==> src/rtl/dual_chan_regdec_pkg.sv <==
package dual_chan_regdec_pkg;

  localparam int NUM_CH = 2;

  // channel-local offsets (bus_addr[1:0] when bus_addr[2] == 0)
  localparam logic [1:0] OFS_MODE = 2'd0;
  localparam logic [1:0] OFS_CSEL = 2'd1;
  localparam logic [1:0] OFS_CMD  = 2'd2;
  localparam logic [1:0] OFS_HOLD = 2'd3;

  // shared addresses
  localparam logic [3:0] ADR_AUX   = 4'd4;
  localparam logic [3:0] ADR_IMASK = 4'd5;
  localparam logic [3:0] ADR_PREHI = 4'd6;
  localparam logic [3:0] ADR_PRELO = 4'd7;
  localparam logic [3:0] ADR_RSVD  = 4'd12;
  localparam logic [3:0] ADR_OPCFG = 4'd13;
  localparam logic [3:0] ADR_CMD_A = 4'd14;
  localparam logic [3:0] ADR_CMD_B = 4'd15;

  localparam logic [2:0] MISC_RST_PTR = 3'd1;

  function automatic logic is_chan_addr(input logic [3:0] a);
    return !a[2];
  endfunction

  function automatic logic [2:0] misc_field(input logic [7:0] w);
    return w[6:4];
  endfunction

  // next enable state: disable wins over enable, neither holds
  function automatic logic en_next(input logic cur, input logic on, input logic off);
    return off ? 1'b0 : (on ? 1'b1 : cur);
  endfunction

  function automatic logic is_rsvd_read(input logic [3:0] a);
    return (is_chan_addr(a) && a[1:0] == OFS_CMD) || a == ADR_RSVD
           || a == ADR_CMD_A || a == ADR_CMD_B;
  endfunction

endpackage

==> src/rtl/dual_chan_regdec_chan.sv <==
module dual_chan_regdec_chan
  import dual_chan_regdec_pkg::*;
#(
  parameter int DATA_W = 8,
  parameter int CH_ID  = 0
) (
  input  logic              clk,
  input  logic              rst_n,
  input  logic [3:0]        bus_addr,
  input  logic              bus_rd,
  input  logic              bus_wr,
  input  logic [DATA_W-1:0] bus_wdata,
  output logic [DATA_W-1:0] mode1_o,
  output logic [DATA_W-1:0] mode2_o,
  output logic [DATA_W-1:0] mode_sel_o,
  output logic [DATA_W-1:0] csel_o,
  output logic              ptr_o,
  output logic              rx_en_o,
  output logic              tx_en_o,
  output logic              misc_stb_o,
  output logic [2:0]        misc_code_o,
  output logic              tx_load_o,
  output logic [DATA_W-1:0] tx_data_o,
  output logic              rx_pop_o,
  output logic              ptr_adv_o,
  output logic              ptr_rst_o
);
  localparam logic MY_CH = 1'(CH_ID);

  logic       hit_ch;
  logic       mode_hit;
  logic       cmd_wr;
  logic [2:0] misc;

  assign hit_ch    = (bus_addr[3] == MY_CH) && is_chan_addr(bus_addr);
  assign mode_hit  = hit_ch && bus_addr[1:0] == OFS_MODE && (bus_rd || bus_wr);
  assign cmd_wr    = hit_ch && bus_addr[1:0] == OFS_CMD && bus_wr;
  assign misc      = misc_field(bus_wdata);
  assign ptr_adv_o = mode_hit && !ptr_o;
  assign ptr_rst_o = cmd_wr && misc == MISC_RST_PTR;
  assign mode_sel_o = ptr_o ? mode2_o : mode1_o;

  always_ff @(posedge clk) begin
    if (!rst_n) begin
      ptr_o       <= 1'b0;
      mode1_o     <= '0;
      mode2_o     <= '0;
      csel_o      <= '0;
      rx_en_o     <= 1'b0;
      tx_en_o     <= 1'b0;
      misc_stb_o  <= 1'b0;
      misc_code_o <= '0;
      tx_load_o   <= 1'b0;
      tx_data_o   <= '0;
      rx_pop_o    <= 1'b0;
    end else begin
      if (ptr_rst_o)     ptr_o <= 1'b0;
      else if (mode_hit) ptr_o <= 1'b1;

      if (mode_hit && bus_wr) begin
        if (ptr_o) mode2_o <= bus_wdata;
        else       mode1_o <= bus_wdata;
      end

      if (hit_ch && bus_addr[1:0] == OFS_CSEL && bus_wr) csel_o <= bus_wdata;

      if (cmd_wr) begin
        rx_en_o <= en_next(rx_en_o, bus_wdata[0], bus_wdata[1]);
        tx_en_o <= en_next(tx_en_o, bus_wdata[2], bus_wdata[3]);
        if (misc != 3'd0) misc_code_o <= misc;
      end
      misc_stb_o <= cmd_wr && misc != 3'd0;

      tx_load_o <= hit_ch && bus_addr[1:0] == OFS_HOLD && bus_wr;
      rx_pop_o  <= hit_ch && bus_addr[1:0] == OFS_HOLD && bus_rd;
      if (hit_ch && bus_addr[1:0] == OFS_HOLD && bus_wr) tx_data_o <= bus_wdata;
    end
  end
endmodule

==> src/rtl/dual_chan_regdec_shared.sv <==
module dual_chan_regdec_shared
  import dual_chan_regdec_pkg::*;
#(
  parameter int DATA_W = 8,
  localparam int CTR_W = 2 * DATA_W
) (
  input  logic              clk,
  input  logic              rst_n,
  input  logic [3:0]        bus_addr,
  input  logic              bus_rd,
  input  logic              bus_wr,
  input  logic [DATA_W-1:0] bus_wdata,
  output logic [DATA_W-1:0] aux_o,
  output logic [DATA_W-1:0] imask_o,
  output logic [CTR_W-1:0]  preset_o,
  output logic [DATA_W-1:0] opcfg_o,
  output logic [DATA_W-1:0] op_mask_o,
  output logic              op_set_o,
  output logic              op_clr_o,
  output logic              ctr_start_o,
  output logic              ctr_stop_o
);
  logic wr_a, rd_a, cmd14, cmd15;
  assign wr_a  = bus_wr && !is_chan_addr(bus_addr);
  assign rd_a  = bus_rd && !is_chan_addr(bus_addr);
  assign cmd14 = bus_addr == ADR_CMD_A;
  assign cmd15 = bus_addr == ADR_CMD_B;

  always_ff @(posedge clk) begin
    if (!rst_n) begin
      aux_o       <= '0;
      imask_o     <= '0;
      preset_o    <= '0;
      opcfg_o     <= '0;
      op_mask_o   <= '0;
      op_set_o    <= 1'b0;
      op_clr_o    <= 1'b0;
      ctr_start_o <= 1'b0;
      ctr_stop_o  <= 1'b0;
    end else begin
      if (wr_a && bus_addr == ADR_AUX)   aux_o   <= bus_wdata;
      if (wr_a && bus_addr == ADR_IMASK) imask_o <= bus_wdata;
      if (wr_a && bus_addr == ADR_PREHI) preset_o[CTR_W-1:DATA_W] <= bus_wdata;
      if (wr_a && bus_addr == ADR_PRELO) preset_o[DATA_W-1:0]     <= bus_wdata;
      if (wr_a && bus_addr == ADR_OPCFG) opcfg_o <= bus_wdata;
      if (wr_a && (cmd14 || cmd15))      op_mask_o <= bus_wdata;
      op_set_o    <= wr_a && cmd14;
      op_clr_o    <= wr_a && cmd15;
      ctr_start_o <= rd_a && cmd14;
      ctr_stop_o  <= rd_a && cmd15;
    end
  end
endmodule

==> src/rtl/dual_chan_regdec_rmux.sv <==
module dual_chan_regdec_rmux
  import dual_chan_regdec_pkg::*;
#(
  parameter int DATA_W = 8,
  localparam int CTR_W = 2 * DATA_W
) (
  input  logic [3:0]                    bus_addr,
  input  logic                          bus_rd,
  input  logic [NUM_CH-1:0][DATA_W-1:0] mode_sel,
  input  logic [NUM_CH-1:0][DATA_W-1:0] stat_in,
  input  logic [NUM_CH-1:0][DATA_W-1:0] rxh_in,
  input  logic [DATA_W-1:0]             ipcr_in,
  input  logic [DATA_W-1:0]             isr_in,
  input  logic [CTR_W-1:0]              ctr_val_in,
  input  logic [DATA_W-2:0]             inport_in,
  output logic [DATA_W-1:0]             rdata
);
  always_comb begin
    rdata = '0;
    if (bus_rd && !is_rsvd_read(bus_addr)) begin
      if (is_chan_addr(bus_addr)) begin
        case (bus_addr[1:0])
          OFS_MODE: rdata = mode_sel[bus_addr[3]];
          OFS_CSEL: rdata = stat_in[bus_addr[3]];
          OFS_HOLD: rdata = rxh_in[bus_addr[3]];
          default:  rdata = '0;
        endcase
      end else begin
        case (bus_addr)
          ADR_AUX:   rdata = ipcr_in;
          ADR_IMASK: rdata = isr_in;
          ADR_PREHI: rdata = ctr_val_in[CTR_W-1:DATA_W];
          ADR_PRELO: rdata = ctr_val_in[DATA_W-1:0];
          ADR_OPCFG: rdata = {1'b0, inport_in};
          default:   rdata = '0;
        endcase
      end
    end
  end
endmodule

==> src/rtl/dual_chan_regdec.sv <==
module dual_chan_regdec
  import dual_chan_regdec_pkg::*;
#(
  parameter int DATA_W = 8,
  localparam int CTR_W = 2 * DATA_W
) (
  input  logic                          clk,
  input  logic                          rst_n,
  input  logic [3:0]                    bus_addr,
  input  logic                          bus_rd,
  input  logic                          bus_wr,
  input  logic [DATA_W-1:0]             bus_wdata,
  output logic [DATA_W-1:0]             bus_rdata,
  input  logic [NUM_CH-1:0][DATA_W-1:0] stat_in,
  input  logic [NUM_CH-1:0][DATA_W-1:0] rxh_in,
  input  logic [DATA_W-1:0]             ipcr_in,
  input  logic [DATA_W-1:0]             isr_in,
  input  logic [CTR_W-1:0]              ctr_val_in,
  input  logic [DATA_W-2:0]             inport_in,
  output logic [NUM_CH-1:0][DATA_W-1:0] mode1_q,
  output logic [NUM_CH-1:0][DATA_W-1:0] mode2_q,
  output logic [NUM_CH-1:0][DATA_W-1:0] csel_q,
  output logic [NUM_CH-1:0]             ptr_at2,
  output logic [NUM_CH-1:0]             rx_en_q,
  output logic [NUM_CH-1:0]             tx_en_q,
  output logic [NUM_CH-1:0]             cmd_misc_stb,
  output logic [NUM_CH-1:0][2:0]        cmd_misc_code,
  output logic [NUM_CH-1:0]             tx_load,
  output logic [NUM_CH-1:0][DATA_W-1:0] tx_data,
  output logic [NUM_CH-1:0]             rx_pop,
  output logic [DATA_W-1:0]             aux_q,
  output logic [DATA_W-1:0]             imask_q,
  output logic [CTR_W-1:0]              preset_q,
  output logic [DATA_W-1:0]             opcfg_q,
  output logic                          op_set_stb,
  output logic                          op_clr_stb,
  output logic [DATA_W-1:0]             op_mask,
  output logic                          ctr_start,
  output logic                          ctr_stop
);
  // internal events brought out for the checker
  logic [NUM_CH-1:0]             ptr_adv;
  logic [NUM_CH-1:0]             ptr_rst;
  logic [NUM_CH-1:0][DATA_W-1:0] mode_sel;

  for (genvar g = 0; g < NUM_CH; g++) begin : g_ch
    dual_chan_regdec_chan #(.DATA_W(DATA_W), .CH_ID(g)) chan_i (
      .clk        (clk),
      .rst_n      (rst_n),
      .bus_addr   (bus_addr),
      .bus_rd     (bus_rd),
      .bus_wr     (bus_wr),
      .bus_wdata  (bus_wdata),
      .mode1_o    (mode1_q[g]),
      .mode2_o    (mode2_q[g]),
      .mode_sel_o (mode_sel[g]),
      .csel_o     (csel_q[g]),
      .ptr_o      (ptr_at2[g]),
      .rx_en_o    (rx_en_q[g]),
      .tx_en_o    (tx_en_q[g]),
      .misc_stb_o (cmd_misc_stb[g]),
      .misc_code_o(cmd_misc_code[g]),
      .tx_load_o  (tx_load[g]),
      .tx_data_o  (tx_data[g]),
      .rx_pop_o   (rx_pop[g]),
      .ptr_adv_o  (ptr_adv[g]),
      .ptr_rst_o  (ptr_rst[g])
    );
  end

  dual_chan_regdec_shared #(.DATA_W(DATA_W)) shared_i (
    .clk        (clk),
    .rst_n      (rst_n),
    .bus_addr   (bus_addr),
    .bus_rd     (bus_rd),
    .bus_wr     (bus_wr),
    .bus_wdata  (bus_wdata),
    .aux_o      (aux_q),
    .imask_o    (imask_q),
    .preset_o   (preset_q),
    .opcfg_o    (opcfg_q),
    .op_mask_o  (op_mask),
    .op_set_o   (op_set_stb),
    .op_clr_o   (op_clr_stb),
    .ctr_start_o(ctr_start),
    .ctr_stop_o (ctr_stop)
  );

  dual_chan_regdec_rmux #(.DATA_W(DATA_W)) rmux_i (
    .bus_addr  (bus_addr),
    .bus_rd    (bus_rd),
    .mode_sel  (mode_sel),
    .stat_in   (stat_in),
    .rxh_in    (rxh_in),
    .ipcr_in   (ipcr_in),
    .isr_in    (isr_in),
    .ctr_val_in(ctr_val_in),
    .inport_in (inport_in),
    .rdata     (bus_rdata)
  );
endmodule

==> config.mk <==
export PLATFORM = sky130hd
export DESIGN_NAME = dual_chan_regdec
export DESIGN_NICKNAME = d
export VERILOG_FILES = /design/src/rtl/dual_chan_regdec_pkg.sv /design/src/rtl/dual_chan_regdec_chan.sv /design/src/rtl/dual_chan_regdec_shared.sv /design/src/rtl/dual_chan_regdec_rmux.sv /design/src/rtl/dual_chan_regdec.sv
export SDC_FILE = /design/constraint.sdc
export NUM_CORES = 1
export LEC_CHECK = 0
export CORE_MARGIN = 5
export CORE_UTILIZATION = 40
export CTS_BUF_LIST = sky130_fd_sc_hd__clkbuf_4 sky130_fd_sc_hd__clkbuf_8 sky130_fd_sc_hd__clkbuf_16
export DETAILED_ROUTE_END_ITERATION = 10
export GPL_ROUTABILITY_DRIVEN = 0
export PLACE_DENSITY = 0.77
export SETUP_SLACK_MARGIN = 0.2
export SKIP_LAST_GASP = 1
export SLEW_MARGIN = 15
export SYNTH_ARGS = -nofsm -noshare
export SYNTH_HDL_FRONTEND = slang
export SYNTH_SLANG_ARGS = --single-unit
==> constraint.sdc <==
create_clock -name clk -period 1.8 [get_ports clk]
set_input_delay 0.36 -clock clk [delete_from_list [all_inputs] [get_ports clk]]
set_output_delay 0.36 -clock clk [all_outputs]
set_load 0.005 [all_outputs]
==> impl_metrics.env <==
export IMPL_status="finished, violations left"
export IMPL_violations="setup timing"
export IMPL_r2r_cells=7
export IMPL_p_sw_share_pct=22.7
export IMPL_yosysMostFrequentCell="mux2i_1"
export IMPL_synthArstFlopShare_pct=0
export IMPL_end_kind="output pin"
export IMPL_drc=0
export IMPL_hp_class="primary input to register"
export IMPL_root_buffer="clkbuf_16"
export IMPL_hold_viol=0
export IMPL_drtIter0Drc=236
export IMPL_die_w_um=132
export IMPL_nNetsFinal=1000
export IMPL_cts_buffer_depth=2
export IMPL_placed_cells=1072
export IMPL_start_kind="register"
export IMPL_cts_buffers=17
export IMPL_grt_max_degree=70
export IMPL_synth_edff_count=0
export IMPL_multi_input_area_mm2=0.00304
export IMPL_pwr_share_clk_pct=47.7
export IMPL_drive_above_1_share_pct=20.7
export IMPL_cts_tree="built"
export IMPL_overflow=0
export IMPL_insertedDiodeCount=0
export IMPL_worstHoldPathCells=3
export IMPL_row_count=44
export IMPL_ys_flop_type="dfxtp_1"
export IMPL_seqPwrFrac_pct=40.7
export IMPL_criticalPathCategory="register to output pin"
export IMPL_ff_latch_area_mm2=0.00270
export IMPL_dr_pass1_iters=4
export IMPL_setup_viol=8
export IMPL_dieArea_mm2=0.0174
export IMPL_synthesis_nets=719
export IMPL_die_h_um=132
export IMPL_insertion_delay_ns=0.41
export IMPL_synthCells=632
export IMPL_crit_fanout=8
export IMPL_worst_slack_ns=-0.321
export IMPL_worstPathArrival_ns=1.76
export IMPL_hold_buffers=0
export IMPL_io_pins=229
export IMPL_dp_hpwl_mm=15.0
export IMPL_vias=5668
export IMPL_place_ws_ns=-0.965
export IMPL_layout_cells_non_filler=1110
export IMPL_gr_usage_all_layers_pct=23.5
export IMPL_ys_seq_area_share_pct=45.2
export IMPL_powerDensity_mw_per_mm2=772
export IMPL_start_util_pct=40.9
export IMPL_htreeDepth=4
export IMPL_syn_avg_cell_area_um2=9.40
export IMPL_syn_to_final_growth_pct=62.0
export IMPL_vias_per_cell=5.11
export IMPL_clkTransAtPathRegs_ns=0.06
export IMPL_maxSlewViolCount=0
export IMPL_cap_viol_max_count=0
export IMPL_fmax_mhz=472
export IMPL_internal_power_mw=5.74
export IMPL_worstPathRequired_ns=1.44
export IMPL_synth_area_top_cells="dfxtp_1 (45%), mux2i_1 (23%), nor2_1 (7.6%)"
export IMPL_port_buffers=228
export IMPL_worst_pin_slew_ns=0.421
export IMPL_core_region_area_mm2=0.0145
export IMPL_grt_pass1_vias=5818
export IMPL_timing_final_crit_share_pct=118
export IMPL_skew_ns=0.00438
export IMPL_synth_cell_type_count=45
export IMPL_drt_total_wl_mm=21.0
export IMPL_rsz0062_at_grt="yes"
export IMPL_drtAntennaViolNets=0
export IMPL_fill_cells=1273
export IMPL_synth_top_area_share_pct=45.2
export IMPL_cts_sinks=134
export IMPL_comb_power_share_pct=11.7
export IMPL_power_switching_mw=1.69
export IMPL_wl_per_cell_um=18.9
export IMPL_yosysWarnings=0
export IMPL_yosysTopAreaCell="dfxtp_1"
export IMPL_synth_seq_cells=134
export IMPL_p_leak_nw=4.63
export IMPL_synth_cell_area_mm2=0.00594
export IMPL_grt_pass1_wl_mm=32.7
export IMPL_synth_commonest_cells="mux2i_1 (136), dfxtp_1 (134), nor2_1 (121)"
export IMPL_slew_headroom_pct=71.9
export IMPL_tns_ns=-2.17
export IMPL_antenna_found_initial=0
export IMPL_period_minus_slack_ns=2.12
export IMPL_ir_worst_vdd_mv=0.528
repair_timing:
| action | in CTS | in global routing |
|---|---|---|
| gates cloned | 1 | 0 |
| buffers inserted | 4 | 1 |
| pin swaps | 14 | 8 |
| endpoints found under the setup margin | 248 | 26 |
| gates resized for setup | 220 | 15 |
critical path, stage by stage, from the launching register on:
cell	delay, ns
dfxtp_4	0.36
buf_12	0.14
buf_6	0.11
mux2i_4	0.22
nand2_1	0.09
a31oi_1	0.18
o21ai_1	0.10
buf_2	0.14
placed cells by master (no fill, tap or decap), types with 10 or more instances in the layout:
| cell type | instances |
|---|---|
| nand2_1 | 44 |
| dfxtp_1 | 122 |
| clkdlybuf4s50_1 | 68 |
| o21ai_0 | 12 |
| a21oi_1 | 21 |
| buf_12 | 16 |
| dfxtp_2 | 10 |
| clkbuf_16 | 17 |
| dlygate4sd2_1 | 147 |
| mux2i_1 | 124 |
| buf_4 | 70 |
| mux2i_2 | 11 |
| nor2_1 | 120 |
power groups by stage:
stage / combinational (mW) / sequential [mW] / clock (mW)
2_1_floorplan: 0.374 / 3.09 / 0
3_3_place_gp: 0.866 / 3.09 / 0
3_5_place_dp: 0.872 / 3.09 / 0
4_1_cts: 0.855 / 3.02 / 3.59
5_1_grt: 0.923 / 3.02 / 3.76
6_report: 0.866 / 3.02 / 3.54
path summary, 6_finish.rpt:
check                   startpoint                   endpoint  slack [ns]
max           g_ch[0].chan_i.ptr_o               bus_rdata[0]       -0.32
min                    bus_addr[2]    g_ch[0].chan_i.rx_pop_o        0.43
max reg2reg   g_ch[1].chan_i.ptr_o  g_ch[1].chan_i.mode2_o[2]        0.38
min reg2reg  shared_i.op_mask_o[0]      shared_i.op_mask_o[0]        0.45
metrics by stage:
stage	utilization [%]	total power, mW	hold WS [ns]	cell area [um2]
6_report	66.2	7.43	0.428	9620
5_1_grt	66.2	7.70	0.419	9620
4_1_cts	65.8	7.47	0.382	9560
3_5_place_dp	62.0	3.96	0.449	9010
3_3_place_gp	62.0	3.95	0.442	9010
2_1_floorplan	-	3.46	0.453	5990
routing by layer:
metal,share of wire (%),wire length [um],vias up,global-route usage [%]
li1,-,-,2736,-
met1,42,8850,2696,28.7
met2,48,10000,201,38.7
met3,7.9,1660,35,8.97
met4,1.9,403,0,6.51
met5,0,0,-,0
flip-flops by register name (all words and copies together), names as in the netlist, 6 cells and up:
register	flops
shared_i.preset_o	16
g_ch.chan_i.mode1_o	16
shared_i.aux_o	8
shared_i.imask_o	8
g_ch.chan_i.csel_o	16
g_ch.chan_i.tx_data_o	16
shared_i.opcfg_o	8
g_ch.chan_i.misc_code_o	6
g_ch.chan_i.mode2_o	16
shared_i.op_mask_o	8
cell type report:
type                    count  area share, %
clock buffers              22           4.94
inverters                   4          0.169
clock inverters            10           1.33
repair buffers            322           31.5
well taps                 184           2.39
flip-flops and latches    134           28.1
multi-input cells         434           31.6
cells by family (layout without fill, tap and decap cells):
group,count (synthesis),after routing,share of synthesized area [%]
buf+inv,64,358,5.39
flops,134,134,45.2
mux,142,142,25.0
simple gates,221,221,17.0
compound gates,71,71,7.44
Power figures use the tool's default switching activity.
